## src/rtl/spiRegPkg.sv

```systemverilog
package spiRegPkg;

  typedef enum logic [1:0] {
    ST_IDLE  = 2'd0,
    ST_INSTR = 2'd1,
    ST_DATA  = 2'd2,
    ST_DONE  = 2'd3
  } spiState_e;

  // Strobes from control to datapath, one system clock wide each
  typedef struct packed {
    logic       instrShift;  // take one instruction bit
    logic       instrLoad;   // last instruction bit: load the address
    logic       dataShift;   // take one data bit
    logic       dataCommit;  // last data bit: write and step the address
    logic       launch;      // falling edge in data phase: drive next read bit
    logic       dataPhase;   // data phase with chip select low
    logic [2:0] bitIdx;      // bits already taken in the current byte
  } spiStrobe_t;

endpackage

```

## src/rtl/spiRegCtrl.sv

```systemverilog
module spiRegCtrl
  import spiRegPkg::*;
(
  input  logic       clk,
  input  logic       rstN,
  input  logic       sclkRise,
  input  logic       sclkFall,
  input  logic       csLow,
  input  logic [1:0] byteCode,
  output spiStrobe_t strb
);

  localparam logic [2:0] LAST_BIT = 3'd7;
  localparam logic [1:0] STREAM_CODE = 2'b11;

  spiState_e state;
  logic [2:0] bitCnt;
  logic       instrHi;
  logic [1:0] bytesDone;
  logic       anyData;
  logic       streaming;

  assign streaming = (byteCode == STREAM_CODE);

  always_comb begin
    strb            = '0;
    strb.bitIdx     = bitCnt;
    strb.instrShift = (state == ST_INSTR) && csLow && sclkRise;
    strb.instrLoad  = strb.instrShift && (bitCnt == LAST_BIT) && instrHi;
    strb.dataShift  = (state == ST_DATA) && csLow && sclkRise;
    strb.dataCommit = strb.dataShift && (bitCnt == LAST_BIT);
    strb.launch     = (state == ST_DATA) && csLow && sclkFall;
    strb.dataPhase  = (state == ST_DATA) && csLow;
  end

  always_ff @(posedge clk or negedge rstN) begin
    if (!rstN) begin
      state     <= ST_IDLE;
      bitCnt    <= '0;
      instrHi   <= 1'b0;
      bytesDone <= '0;
      anyData   <= 1'b0;
    end else begin
      case (state)
        ST_IDLE: begin
          if (csLow) begin
            state     <= ST_INSTR;
            bitCnt    <= '0;
            instrHi   <= 1'b0;
            bytesDone <= '0;
            anyData   <= 1'b0;
          end
        end
        ST_INSTR: begin
          if (!csLow) begin
            if (bitCnt != 3'd0) state <= ST_IDLE;   // cut inside a byte
          end else if (sclkRise) begin
            bitCnt <= bitCnt + 3'd1;
            if (bitCnt == LAST_BIT) begin
              instrHi <= 1'b1;
              if (instrHi) state <= ST_DATA;
            end
          end
        end
        ST_DATA: begin
          if (!csLow) begin
            if (bitCnt != 3'd0 || (streaming && anyData)) state <= ST_IDLE;
          end else if (sclkRise) begin
            bitCnt <= bitCnt + 3'd1;
            if (bitCnt == LAST_BIT) begin
              anyData   <= 1'b1;
              bytesDone <= bytesDone + 2'd1;
              if (!streaming && bytesDone == byteCode) state <= ST_DONE;
            end
          end
        end
        default: begin
          if (!csLow) state <= ST_IDLE;
        end
      endcase
    end
  end

  // the byte count closes the transfer after its last byte
  p_count_done_r5: assert property (@(posedge clk) disable iff (!rstN)
    strb.dataCommit && !streaming && (bytesDone == byteCode) |=> state == ST_DONE);

  // a stream that already moved data is ended by a chip-select pause
  p_stream_abort_r9: assert property (@(posedge clk) disable iff (!rstN)
    (state == ST_DATA) && !csLow && streaming && anyData |=> state == ST_IDLE);

  // a pause inside a byte always resets the engine
  p_midbyte_abort_r9: assert property (@(posedge clk) disable iff (!rstN)
    (state == ST_INSTR || state == ST_DATA) && !csLow && (bitCnt != 3'd0)
      |=> state == ST_IDLE);

endmodule

```

## src/rtl/spiRegDatapath.sv

```systemverilog
module spiRegDatapath
  import spiRegPkg::*;
#(
  parameter int NUM_REGS = 16,
  parameter int ADDR_W   = 13
) (
  input  logic       clk,
  input  logic       rstN,
  input  spiStrobe_t strb,
  input  logic       sdiBit,
  output logic [1:0] byteCode,
  output logic       sdioOut,
  output logic       sdioOe,
  output logic       sdoOut
);

  localparam int IDX_W   = (NUM_REGS > 1) ? $clog2(NUM_REGS) : 1;
  localparam int INSTR_W = 16;
  localparam int BYTE_W  = 8;
  localparam logic [ADDR_W-1:0] REG_LIMIT = ADDR_W'(NUM_REGS);

  logic [NUM_REGS-1:0][BYTE_W-1:0] bank;
  logic [INSTR_W-1:0] instrReg, instrNext;
  logic [BYTE_W-1:0]  dataReg, dataNext, rdByte;
  logic [ADDR_W-1:0]  addr;
  logic [IDX_W-1:0]   idx;
  logic               addrHit, msbFirst, fourWire, rdFlag, outBit, readActive;
  logic [2:0]         bitSel;

  assign msbFirst  = ~bank[0][6];
  assign fourWire  = bank[0][7];
  assign rdFlag    = instrReg[15];
  assign byteCode  = instrReg[14:13];

  assign instrNext = msbFirst ? {instrReg[INSTR_W-2:0], sdiBit}
                              : {sdiBit, instrReg[INSTR_W-1:1]};
  assign dataNext  = msbFirst ? {dataReg[BYTE_W-2:0], sdiBit}
                              : {sdiBit, dataReg[BYTE_W-1:1]};

  assign addrHit = (addr < REG_LIMIT);
  assign idx     = addr[IDX_W-1:0];
  assign rdByte  = addrHit ? bank[idx] : '0;
  assign bitSel  = msbFirst ? (3'd7 - strb.bitIdx) : strb.bitIdx;

  always_ff @(posedge clk or negedge rstN) begin
    if (!rstN) begin
      bank     <= '0;
      instrReg <= '0;
      dataReg  <= '0;
      addr     <= '0;
      outBit   <= 1'b0;
    end else begin
      if (strb.instrShift) instrReg <= instrNext;
      if (strb.instrLoad)  addr     <= instrNext[ADDR_W-1:0];
      if (strb.dataShift)  dataReg  <= dataNext;
      if (strb.dataCommit) begin
        if (!rdFlag && addrHit) bank[idx] <= dataNext;
        addr <= msbFirst ? addr + 1'b1 : addr - 1'b1;
      end
      if (strb.launch) outBit <= rdByte[bitSel];
    end
  end

  assign readActive = strb.dataPhase && rdFlag;
  assign sdioOe     = readActive && !fourWire;
  assign sdioOut    = sdioOe && outBit;
  assign sdoOut     = readActive && fourWire && outBit;

  // address moves up in MSB-first order
  p_addr_inc_r7: assert property (@(posedge clk) disable iff (!rstN)
    strb.dataCommit && msbFirst |=> addr == $past(addr) + 1'b1);

  // address moves down in LSB-first order
  p_addr_dec_r7: assert property (@(posedge clk) disable iff (!rstN)
    strb.dataCommit && !msbFirst |=> addr == $past(addr) - 1'b1);

  // out-of-range writes leave the bank alone
  p_unimpl_write_r11: assert property (@(posedge clk) disable iff (!rstN)
    strb.dataCommit && !addrHit |=> $stable(bank));

  // the mode byte only moves on a completed data byte
  p_mode_hold_r12: assert property (@(posedge clk) disable iff (!rstN)
    !strb.dataCommit |=> $stable(bank[0]));

  // four-wire mode never drives the shared line
  p_fourwire_quiet_r2: assert property (@(posedge clk) disable iff (!rstN)
    fourWire |-> !sdioOe);

  // the shared line is driven only while returning read data
  p_oe_read_r1: assert property (@(posedge clk) disable iff (!rstN)
    sdioOe |-> rdFlag && strb.dataPhase);

endmodule

```

## src/rtl/spiRegPort.sv

```systemverilog
module spiRegPort
  import spiRegPkg::*;
#(
  parameter int NUM_REGS    = 16,
  parameter int ADDR_W      = 13,
  parameter int SYNC_STAGES = 2
) (
  input  logic clk,
  input  logic rstN,
  input  logic spiCsN,
  input  logic spiSclk,
  input  logic sdioIn,
  output logic sdioOut,
  output logic sdioOe,
  output logic sdoOut
);

  localparam int LAST = SYNC_STAGES - 1;

  logic [LAST:0] sclkSync, csSync, sdiSync;
  logic          sclkPrev, sclkRise, sclkFall, csLow;
  logic [1:0]    byteCode;
  spiStrobe_t    strb;

  always_ff @(posedge clk or negedge rstN) begin
    if (!rstN) begin
      sclkSync <= '0;
      csSync   <= '1;
      sdiSync  <= '0;
      sclkPrev <= 1'b0;
    end else begin
      sclkSync <= {sclkSync[LAST-1:0], spiSclk};
      csSync   <= {csSync[LAST-1:0], spiCsN};
      sdiSync  <= {sdiSync[LAST-1:0], sdioIn};
      sclkPrev <= sclkSync[LAST];
    end
  end

  assign sclkRise = sclkSync[LAST] && !sclkPrev;
  assign sclkFall = !sclkSync[LAST] && sclkPrev;
  assign csLow    = !csSync[LAST];

  spiRegCtrl u_ctrl (
    .clk      (clk),
    .rstN     (rstN),
    .sclkRise (sclkRise),
    .sclkFall (sclkFall),
    .csLow    (csLow),
    .byteCode (byteCode),
    .strb     (strb)
  );

  spiRegDatapath #(
    .NUM_REGS (NUM_REGS),
    .ADDR_W   (ADDR_W)
  ) u_dp (
    .clk      (clk),
    .rstN     (rstN),
    .strb     (strb),
    .sdiBit   (sdiSync[LAST]),
    .byteCode (byteCode),
    .sdioOut  (sdioOut),
    .sdioOe   (sdioOe),
    .sdoOut   (sdoOut)
  );

endmodule

```

## config.mk

```make
export PLATFORM = sky130hd
export DESIGN_NAME = spiRegPort
export DESIGN_NICKNAME = d
export VERILOG_FILES = /design/src/rtl/spiRegPkg.sv /design/src/rtl/spiRegCtrl.sv /design/src/rtl/spiRegDatapath.sv /design/src/rtl/spiRegPort.sv
export SDC_FILE = /design/constraint.sdc
export NUM_CORES = 1
export LEC_CHECK = 0
export BUFFER_PORTS_ARGS = -buffer_cell sky130_fd_sc_hd__buf_2
export CORE_MARGIN = 4
export CORE_UTILIZATION = 40
export DETAILED_ROUTE_END_ITERATION = 8
export PLACE_DENSITY = 0.54
export SYNTH_ARGS = -nofsm -noshare
export SYNTH_HDL_FRONTEND = slang
export SYNTH_SLANG_ARGS = --single-unit
```

## constraint.sdc

```tcl
create_clock -name clk -period 2.6 [get_ports clk]
set_input_delay 0.52 -clock clk [delete_from_list [all_inputs] [get_ports clk]]
set_output_delay 0.52 -clock clk [all_outputs]
set_load 0.01 [all_outputs]
```

==> results of run 1 <==
[area by class of cell]
cell class / count / area, sq um / share of cell area
Multi-Input combinational cell: 619 / 4120 / 0.4040
Clock buffer: 18 / 439.2 / 0.04306
Clock inverter: 14 / 126.4 / 0.01239
Tap cell: 280 / 350.3 / 0.03435
Inverter: 14 / 52.55 / 0.005153
Timing Repair Buffer: 64 / 549.3 / 0.05386
Sequential cell: 182 / 4561 / 0.4472
[where the power goes]
group	internal [mW]	total (mW)	leakage [nW]	switching, mW
clock network	1.29	2.54	0.275	1.25
registers	3.06	3.27	2.46	0.215
logic	0.464	1.34	1.65	0.875
total	4.82	7.15	4.38	2.34
[per-stage QoR]
| stage | util | setup TNS [ns] | cells | total power [mW] | worst slack (ns) |
|---|---|---|---|---|---|
| finish | 0.4659 | 0 | 1191 | 7.151 | 0.1214 |
| global route | 0.4659 | 0 | 1191 | 7.570 | 0.003997 |
| CTS | 0.4632 | 0 | 1189 | 7.219 | 0.01973 |
| detailed placement | 0.4372 | 0 | 1157 | 4.654 | 0.1045 |
| global placement | 0.4372 | 0 | 1157 | 4.645 | 0.1778 |
| floorplan | - | -0.09375 | 871 | 4.072 | -0.01661 |
[registers in the layout, summed over array words and instances, names as in the netlist, 3 cells and up]
signal         cells
u_dp.bank        128
u_dp.dataReg       8
u_ctrl.bitCnt      3
u_dp.addr         13
u_dp.instrReg     16
[cells by family after synthesis]
family                     share of synthesized area
adders and majority gates                    0.02738
and+or+nand+nor                               0.1479
AOI/OAI and AO/OA                             0.1524
buffers and inverters                        0.03758
DFF                                           0.5088
xor gates and xnor gates                     0.01229
muxes                                         0.1136
[layer usage]
| metal | global-route usage | vias to the layer above | routed length (um) |
|---|---|---|---|
| met5 | 0 | - | 0 |
| met4 | 0.04506 | 0 | 189 |
| met3 | 0.03554 | 9 | 639 |
| met2 | 0.2979 | 56 | 10410 |
| met1 | 0.2597 | 3050 | 10080 |
| li1 | - | 3134 | - |
[what timing repair did]
action | in CTS | in global routing
gates resized for setup | 1 | 11
hold buffers | 0 | 0
setup endpoints to repair | 2 | 14
buffers inserted | 0 | 1
pin swaps | 0 | 1
cloned | 0 | 1
[worst min path at each step]
stage               slack [ns]  depth (start not counted)             endpoint
floorplan                 0.22                          0             sclkPrev
global placement          0.34                          0           sdiSync[1]
detailed placement        0.34                          0          sclkSync[1]
CTS                       0.03                          1       u_ctrl.instrHi
global route              0.04                          1  u_ctrl.bytesDone[1]
finish                    0.02                          1  u_ctrl.bytesDone[1]
[cells in the mapped netlist (4+ instances only)]
cell      instances
nor4_4            6
ha_1             18
nor3b_1           4
clkbuf_1         30
buf_2            14
a31oi_1           4
buf_4             5
inv_1            14
mux2i_1          33
buf_6             5
and3_1            5
a21o_1            5
mux4_2           30
nand2b_1          8
xnor2_1           4
nor2_1          130
nand3_1          11
xor2_1            6
nand2_1          88
a21oi_1         117
a21oi_2           6
o21ai_0          76
o211ai_1         11
nor2b_1           4
nor3_1            8
dfrtp_1         180
[worst max-delay path: stages, from the launching register on]
cell and delay, ns:
dfrtp_1 0.41, inv_1 0.13, ha_4 0.17, buf_6 0.12, nor2b_4 0.14, buf_4 0.12, nand3_1 0.10, nor2_1 0.15
buf_2 0.15
==> flow_summary.yaml, run 1 <==
critical_path:
  critPathKind: "register to output pin"
  r2r-end: "u_dp.bank[1]"
  start_kind: "register"
  r2r-start: "u_ctrl.bitCnt[1]"
  required_ns: 2.08
  path_max_fanout: 8
  endpoint_kind: "output pin"
  cp-endpoint: "sdioOut"
  crit_arrival_ns: 1.96
  ff2ff_setup_slack_ns: 0.13
  critPathLaunch: "u_ctrl.state[0]"
  ff2ff_path_depth: 9
sta:
  fin_hold_ws_ns: 0.02117
  slew_violations: 0
  rsz0062_at_grt: "no"
  finalSetupViolCount: 0
  min_period_ns: 2.479
  relSlewSlack: 0.5943
  fin_skew_ns: 0.01427
  finalHoldViolCount: 0
  clock.fmax_mhz: 403.4
  period_share: 0.9533
  worst_pin_slew_ns: 0.6072
grt:
  track_usage: 0.1848
  grt_max_degree: 57
  grt_pass1_wl_um: 35580
  antenna_found_initial: 0
  grt_pass1_vias: 6200
  grt-ovfl-total: 0
route:
  dr.pass1.iters: 4
  via_per_inst: 5.247
  drt_iter0_markers: 421
  drc: 0
  drtAntennaViolNets: 0
  wl_per_cell_um: 17.90
  wl_um: 21320
  vias: 6249
synth:
  syn_inst: 871
  syn_avg_cell_area_sq_um: 10.28
  synth-seq-area-share: 0.5088
  ys_warn_count: 0
  synth_top_area_share: 0.5029
  synthArstFlopShare: 1.000
  synth_ff_type: "dfrtp_1"
  synth-edff-count: 0
  yosysTopAreaCell: "dfrtp_1"
  syn-num-nets: 895
  synth.area.top_cells: "dfrtp_1, mux4_2, a21oi_1"
  ys_ff_latch: 182
  syn-cell-area_sq_mm: 0.008956
  synth_cell_types: 59
layout:
  area_growth_pct: 13.87
  mostFrequentLayoutCells: "dfrtp_1, nor2_1, a21oi_1"
  layout_commonest_cell: "dfrtp_1"
  drive_gt1_frac: 0.1756
  num_antenna_cells: 0
  fin_nets: 922
  finish.instance_area_sq_mm: 0.01020
  fillCellCount: 2118
clock_network:
  cts_made_buffers: 17
  insertion_delay_ns: 0.44
  clk_pin_slew_ns: 0.08
  cts_tree: "done"
  clockBufferDepth: 2
  root_buffer: "clkbuf_16"
  htree_levels: 4
  clock-sinks: 182
die:
  die_h_um: 157.6
  core_sq_mm: 0.02189
  start_util: 0.4091
  rows: 54
  dieArea_sq_mm: 0.02485
  dieWidth_um: 157.6
  ios: 8
place:
  gp_congestion: 0.8291
  portBuffers: 7
  placed_cell_area_sq_mm: 0.009572
  hpwl_um: 14400
power:
  leakagePower_nw: 4.378
  ir_worst_vdd_uv: 391.7
  p_per_area_mw_per_mm2: 701.2
hold_path:
  min_path_type: "primary input to asynchronous set/reset pin"
outcome:
  outcome: "complete, no violations"
run:
  drv_cap: 0
Note: power is estimated with default switching activity, not from simulation.
==> run 2, diff against run 1 <==
- CORE_UTILIZATION: 40 -> 30
- PLACE_DENSITY: 0.54 -> 0.42
==> run 2 against run 1 <==
Effect of this change: clock skew is 0.0011 ns lower; sequential power hardly changed; setup slack better by 0.015 ns; final area is 2.6% higher; via count is 0.46% higher; sequential share of layout area is 1.1 points lower; worst hold slack better by 0.16 ns; die area is 32% higher; cell count is 9.1% higher; utilization is 11 points lower; critical path depth is 1 lower; critical path type is now register to register; largest power group unchanged.
==> flow_summary.yaml, run 2 (same netlist as run 1, synthesis figures left out) <==
outcome:
  outcome: "complete, no violations"
clock_network:
  insertion_delay_ns: 0.44
  root_buffer: "clkbuf_16"
  clk_pin_slew_ns: 0.07
  cts_made_buffers: 17
  htree_levels: 4
  cts_tree: "done"
  clock-sinks: 182
  clockBufferDepth: 2
layout:
  top_regs: "u_dp.bank: 128 flops, u_dp.instrReg: 16 flops, u_dp.addr: 13 flops"
  instances_no_fill: 1299
  num_antenna_cells: 0
  largest_reg_flops: 128
  mostFrequentLayoutCells: "dfrtp_1, nor2_1, a21oi_1"
  drive_gt1_frac: 0.1814
  layout_commonest_cell: "dfrtp_1"
  regMostFlops: "u_dp.bank"
  area_growth_pct: 16.83
  fin_nets: 926
route:
  dr.pass1.iters: 4
  drc: 0
  drtAntennaViolNets: 0
  vias: 6278
  wl_um: 23390
  via_per_inst: 4.833
  drt_iter0_markers: 262
  wl_per_cell_um: 18.01
grt:
  track_usage: 0.1490
  antenna_found_initial: 0
  grt_pass1_wl_um: 38210
  grt-ovfl-total: 0
  grt_pass1_vias: 6492
  grt_max_degree: 50
place:
  hpwl_um: 15660
  dp.cells: 1265
  gp_congestion: 0.7718
  portBuffers: 7
run:
  drv_cap: 0
critical_path:
  required_ns: 2.90
  path_cells: "buf_16, mux4_2, a22o_1, a221oi_1, a21oi_1, nor3_1, o41ai_1"
  cp_slowest_cell: "mux4_2"
  max_stage_delay_ns: 0.56
  crit_arrival_ns: 2.76
  critPathTopFamily: "compound AO/OA/AOI/OAI gates"
  endpoint_kind: "register"
  critPathKind: "register to register"
  worst-path-buf-inv: 1
  path_max_fanout: 32
  start_kind: "register"
sta:
  finalHoldViolCount: 0
  slew_violations: 0
  clock.fmax_mhz: 405.8
  fin_skew_ns: 0.01315
  relSlewSlack: 0.6642
  period_share: 0.9477
  finalSetupViolCount: 0
  min_period_ns: 2.464
  worst_pin_slew_ns: 0.5018
power:
  power_mw: 7.295
  ir_worst_vdd_uv: 439.2
  p_per_area_mw_per_mm2: 697.2
  leakagePower_nw: 4.433
die:
  core_sq_mm: 0.02909
  dieArea_sq_mm: 0.03268
  start_util: 0.3079
  dieWidth_um: 180.8
  rows: 62
  ios: 8
  die_h_um: 180.8
hold_path:
  min_path_type: "primary input to register"
==> run 2: layer usage <==
layer | track usage | wire, um | vias to the layer above | part of all wire
met2 | 0.2514 | 11690 | 55 | 0.50
met1 | 0.2007 | 11030 | 3068 | 0.47
li1 | - | - | 3149 | -
met4 | 0.03085 | 141 | 0 | 0.0060
met3 | 0.02896 | 521 | 6 | 0.022
met5 | 0 | 0 | - | 0
==> run 2: final timing paths <==
check	from	to	slack, ns	depth (start not counted)
setup / recovery	u_dp.addr[0]	u_dp.outBit	0.14	7
hold reg to reg	sclkSync[0]	sclkSync[1]	0.35	0
max in group asynchronous	rstN	u_dp.bank[61]	1.29	3
hold / removal	spiCsN	csSync[0]	0.18	1
min in group asynchronous	rstN	u_ctrl.bytesDone[0]	0.56	2
setup reg to reg	u_dp.addr[0]	u_dp.outBit	0.14	7
==> run 2: worst reg2reg max path: cells and delay by family (launching register included) <==
family | cells | cell delay, ns
multiplexers | 1 | 0.60
buffers and inverters | 1 | 0.26
AO/OA/AOI/OAI | 4 | 0.80
AND/OR/NAND/NOR | 1 | 0.23
flip-flops | 1 | 0.45
==> run 2: timing repair <==
item                       CTS  global route
resized for setup            1            11
pin swaps                    0             1
hold buffers                 0             1
hold endpoints to repair     0             1
buffers inserted             0             1
setup endpoints to repair    2             8
==> run 2: per-stage QoR <==
| stage | TNS [ns] | util | setup WS [ns] | hold WS [ns] | area [sq um] |
|---|---|---|---|---|---|
| 3_3_place_gp | 0 | 0.3369 | 0.03983 | 0.3371 | 9801 |
| 4_1_cts | 0 | 0.3575 | 0.02707 | 0.0005954 | 10400 |
| 5_1_grt | -0.004989 | 0.3597 | -0.004805 | 0.1553 | 10460 |
| 6_report | 0 | 0.3597 | 0.1359 | 0.1837 | 10460 |
| 2_1_floorplan | -0.09375 | - | -0.01661 | 0.2244 | 8994 |
| 3_5_place_dp | 0 | 0.3369 | 0.04651 | 0.3347 | 9801 |
==> run 2: where the power goes <==
part           switching, mW  leakage (nW)  internal [mW]  total [mW]
logic                  0.899          1.68          0.467        1.37
registers              0.209          2.46           3.06        3.27
clock network           1.27         0.297           1.40        2.66
==> run 2: final cells by class <==
type	instances	area (sq um)
Tap cell	384	480.5
Timing Repair Buffer	68	644.4
Clock inverter	14	156.4
Sequential cell	182	4563
Multi-Input combinational cell	619	4128
Fill cell	2954	18630
Clock buffer	18	439.2
Inverter	14	52.55
==> run 3, diff against run 2 <==
- SYNTH_HIERARCHICAL: unset -> 1
==> run 3 against run 2 <==
Effect of this change: clock skew fell by 0.0015 ns; largest power group unchanged; count of clock-buffer cells in the layout did not move; register-to-register slack barely moved; worst hold slack got worse by 0.13 ns; non-clock buffer count fell by 4; highest routed layer unchanged; largest cell class unchanged.
==> flow_summary.yaml, run 3 <==
route:
  dr.pass1.iters: 5
  wl_per_cell_um: 17.78
  vias: 6521
  via_per_inst: 4.922
  wl_um: 23560
  drtAntennaViolNets: 0
  drc: 0
  drt_iter0_markers: 567
clock_network:
  insertion_delay_ns: 0.44
  htree_levels: 4
  clockBufferDepth: 2
  cts_tree: "done"
  root_buffer: "clkbuf_16"
  clock-sinks: 182
  clk_pin_slew_ns: 0.07
  cts_made_buffers: 17
grt:
  antenna_found_initial: 0
  busiest_layer: "met2"
  grt-ovfl-total: 0
  use_met1: 0.2197
  grtUsageMet2: 0.2264
  grt_pass1_vias: 6584
  track_usage: 0.1486
  met3_usage: 0.02990
  grt_max_degree: 57
  grt_pass1_wl_um: 38720
die:
  core_sq_mm: 0.02980
  dieArea_sq_mm: 0.03318
  rows: 63
  dieWidth_um: 182.2
  start_util: 0.3054
  die_h_um: 182.2
  ios: 8
sta:
  period_share: 0.9453
  fin_skew_ns: 0.01165
  setup_tns_ns: 0
  clock.fmax_mhz: 406.9
  finalSetupViolCount: 0
  setup_ws_ns: 0.1422
  finalHoldViolCount: 0
  worst_pin_slew_ns: 0.5435
  relSlewSlack: 0.6376
  slew_violations: 0
  min_period_ns: 2.458
  rsz0062_at_grt: "no"
layout:
  regArea_sq_mm: 0.004561
  multi_input_comb_area_sq_mm: 0.004209
  num_antenna_cells: 0
  top_regs: "u_dp/bank: 128 flops, u_dp/instrReg: 16 flops, u_dp/addr: 13 flops"
  drive_gt1_frac: 0.1594
  fin_nets: 949
  layout_commonest_cell: "dfrtp_1"
  largest_reg_flops: 128
  regMostFlops: "u_dp/bank"
  fillCellCount: 3045
  fin_util: 0.3494
  area_growth_pct: 14.41
  mostFrequentLayoutCells: "dfrtp_1, nor2_1, nand2_1, a21oi_1, o21ai_0"
critical_path:
  critPathKind: "register to register"
  ff2ff_path_depth: 7
  start_kind: "register"
  r2r-start: "u_dp/addr[0]"
  r2r-end: "u_dp/outBit"
  path_max_fanout: 18
  crit_arrival_ns: 2.77
  required_ns: 2.91
  ff2ff_setup_slack_ns: 0.14
  endpoint_kind: "register"
synth:
  syn_avg_cell_area_sq_um: 10.12
  synth_top_area_share: 0.4950
  synth-xor-area-share: 0.009625
  synth_top_family_by_area: "compound AO/OA/AOI/OAI gates"
  synth-edff-count: 0
  syn-cell-area_sq_mm: 0.009100
  synth-compound-area-share: 0.1543
  synthArstFlopShare: 1.000
  ys_ff_latch: 182
  syn-num-nets: 926
  synth-seq-area-share: 0.5008
  yosysMostFrequentCell: "dfrtp_1"
  post_synth_mux_area_share: 0.1167
  synth_cell_types: 72
  syn_inst: 899
  yosysTopAreaCell: "dfrtp_1"
  synth-adder-area-share: 0.03107
  synth.area.top_cells: "dfrtp_1, a21oi_1, nor2_1"
  synth_simple_gate_area_frac: 0.1481
  ys_warn_count: 6
  synth_ff_type: "dfrtp_1"
  synth_common_cells: "dfrtp_1, nor2_1, nand2_1, a21oi_1, o21ai_0"
power:
  ir_worst_vdd_uv: 495.1
  power_mw: 7.505
  swShare: 0.3250
  p_int_mw: 5.065
  leakagePower_nw: 4.585
  clkPwrFrac: 0.350
  p_switching_mw: 2.439
  seq_power_share: 0.446
  comb_power_share: 0.205
  p_per_area_mw_per_mm2: 720.8
hold_path:
  min_path_type: "primary input to asynchronous set/reset pin"
place:
  portBuffers: 7
  gp_congestion: 0.7573
  hpwl_um: 16290
  place_ws_ns: 0.08203
run:
  drv_cap: 0
outcome:
  outcome: "complete, no violations"
## run 3: changes by cell type after synthesis, moves of 6 or more
cell      before  now
mux4_2        30   17
nor2_1       130  110
nor2b_1        4   10
buf_2         14   21
a21oi_2        6    0
nand2_1       88  105
mux4_1         0    9
nor4_4         6    0
o21ai_1        0   24
nor2_2         0    6
a211oi_1       2    9
a21oi_1      117  104
o211ai_1      11    1
## run 3: final cells by class
cell class | count | share of cell area
clock inverters | 14 | 0.01442
inverters | 12 | 0.004326
flip-flops and latches | 182 | 0.4380
multi-input cells | 645 | 0.4043
repair buffers | 64 | 0.05084
clock buffers | 18 | 0.04122
well taps | 390 | 0.04687
## run 3: how the worst max path moves through the flow
| stage | start | to | slack (ns) | cells past startpoint |
|---|---|---|---|---|
| detailed placement | u_ctrl/state[0] | u_dp/bank[7] | 0.08 | 9 |
| floorplan | u_dp/bank[6] | u_dp/addr[12] | 0.25 | 8 |
| global placement | u_dp/addr[0] | u_dp/outBit | 0.06 | 7 |
| finish | u_dp/addr[0] | u_dp/outBit | 0.14 | 7 |
| global route | u_ctrl/state[0] | sdioOut | 0.008 | 8 |
| CTS | u_ctrl/state[0] | sdioOut | 0.006 | 8 |
## run 3: metrics by stage
step / std cells / hold WS [ns] / cell area, sq um
3_3_place_gp: 1292 / 0.3337 / 9792
2_1_floorplan: 899 / 0.2244 / 9100
4_1_cts: 1324 / 0.06462 / 10370
5_1_grt: 1325 / 0.07994 / 10410
3_5_place_dp: 1292 / 0.3403 / 9792
6_report: 1325 / 0.05007 / 10410
## run 3: kinds of logic after synthesis
kind of cell    Yosys count
mux                      69
simple gates            294
buf+inv                  72
fa+ha+maj                22
compound gates          250
xor+xnor                 10
flops                   182
## run 3: what timing repair did
item	CTS	global route
resized for setup	0	10
setup endpoints to repair	0	26
setup buffers	0	1
hold buffers	0	0
## run 3: critical path: stages (launching register included)
cell       delay [ns]
dfrtp_2          0.43
buf_12           0.20
mux4_1           0.60
mux2i_1          0.30
nor2_1           0.11
a2111oi_1        0.34
nor4b_1          0.12
a211o_1          0.24
## run 3: power groups by stage
stage	combinational, mW	clock [mW]	sequential, mW
after floorplan	0.975	0	3.30
after global placement	1.56	0	3.40
after detailed placement	1.56	0	3.40
after CTS	1.56	2.74	3.35
after global routing	1.73	2.84	3.39
final	1.54	2.62	3.34
## run 3: metal layers
layer,up-vias,wire (um)
met5,-,0
met4,0,182
met3,13,603
met2,69,10730
met1,3210,12050
li1,3229,-
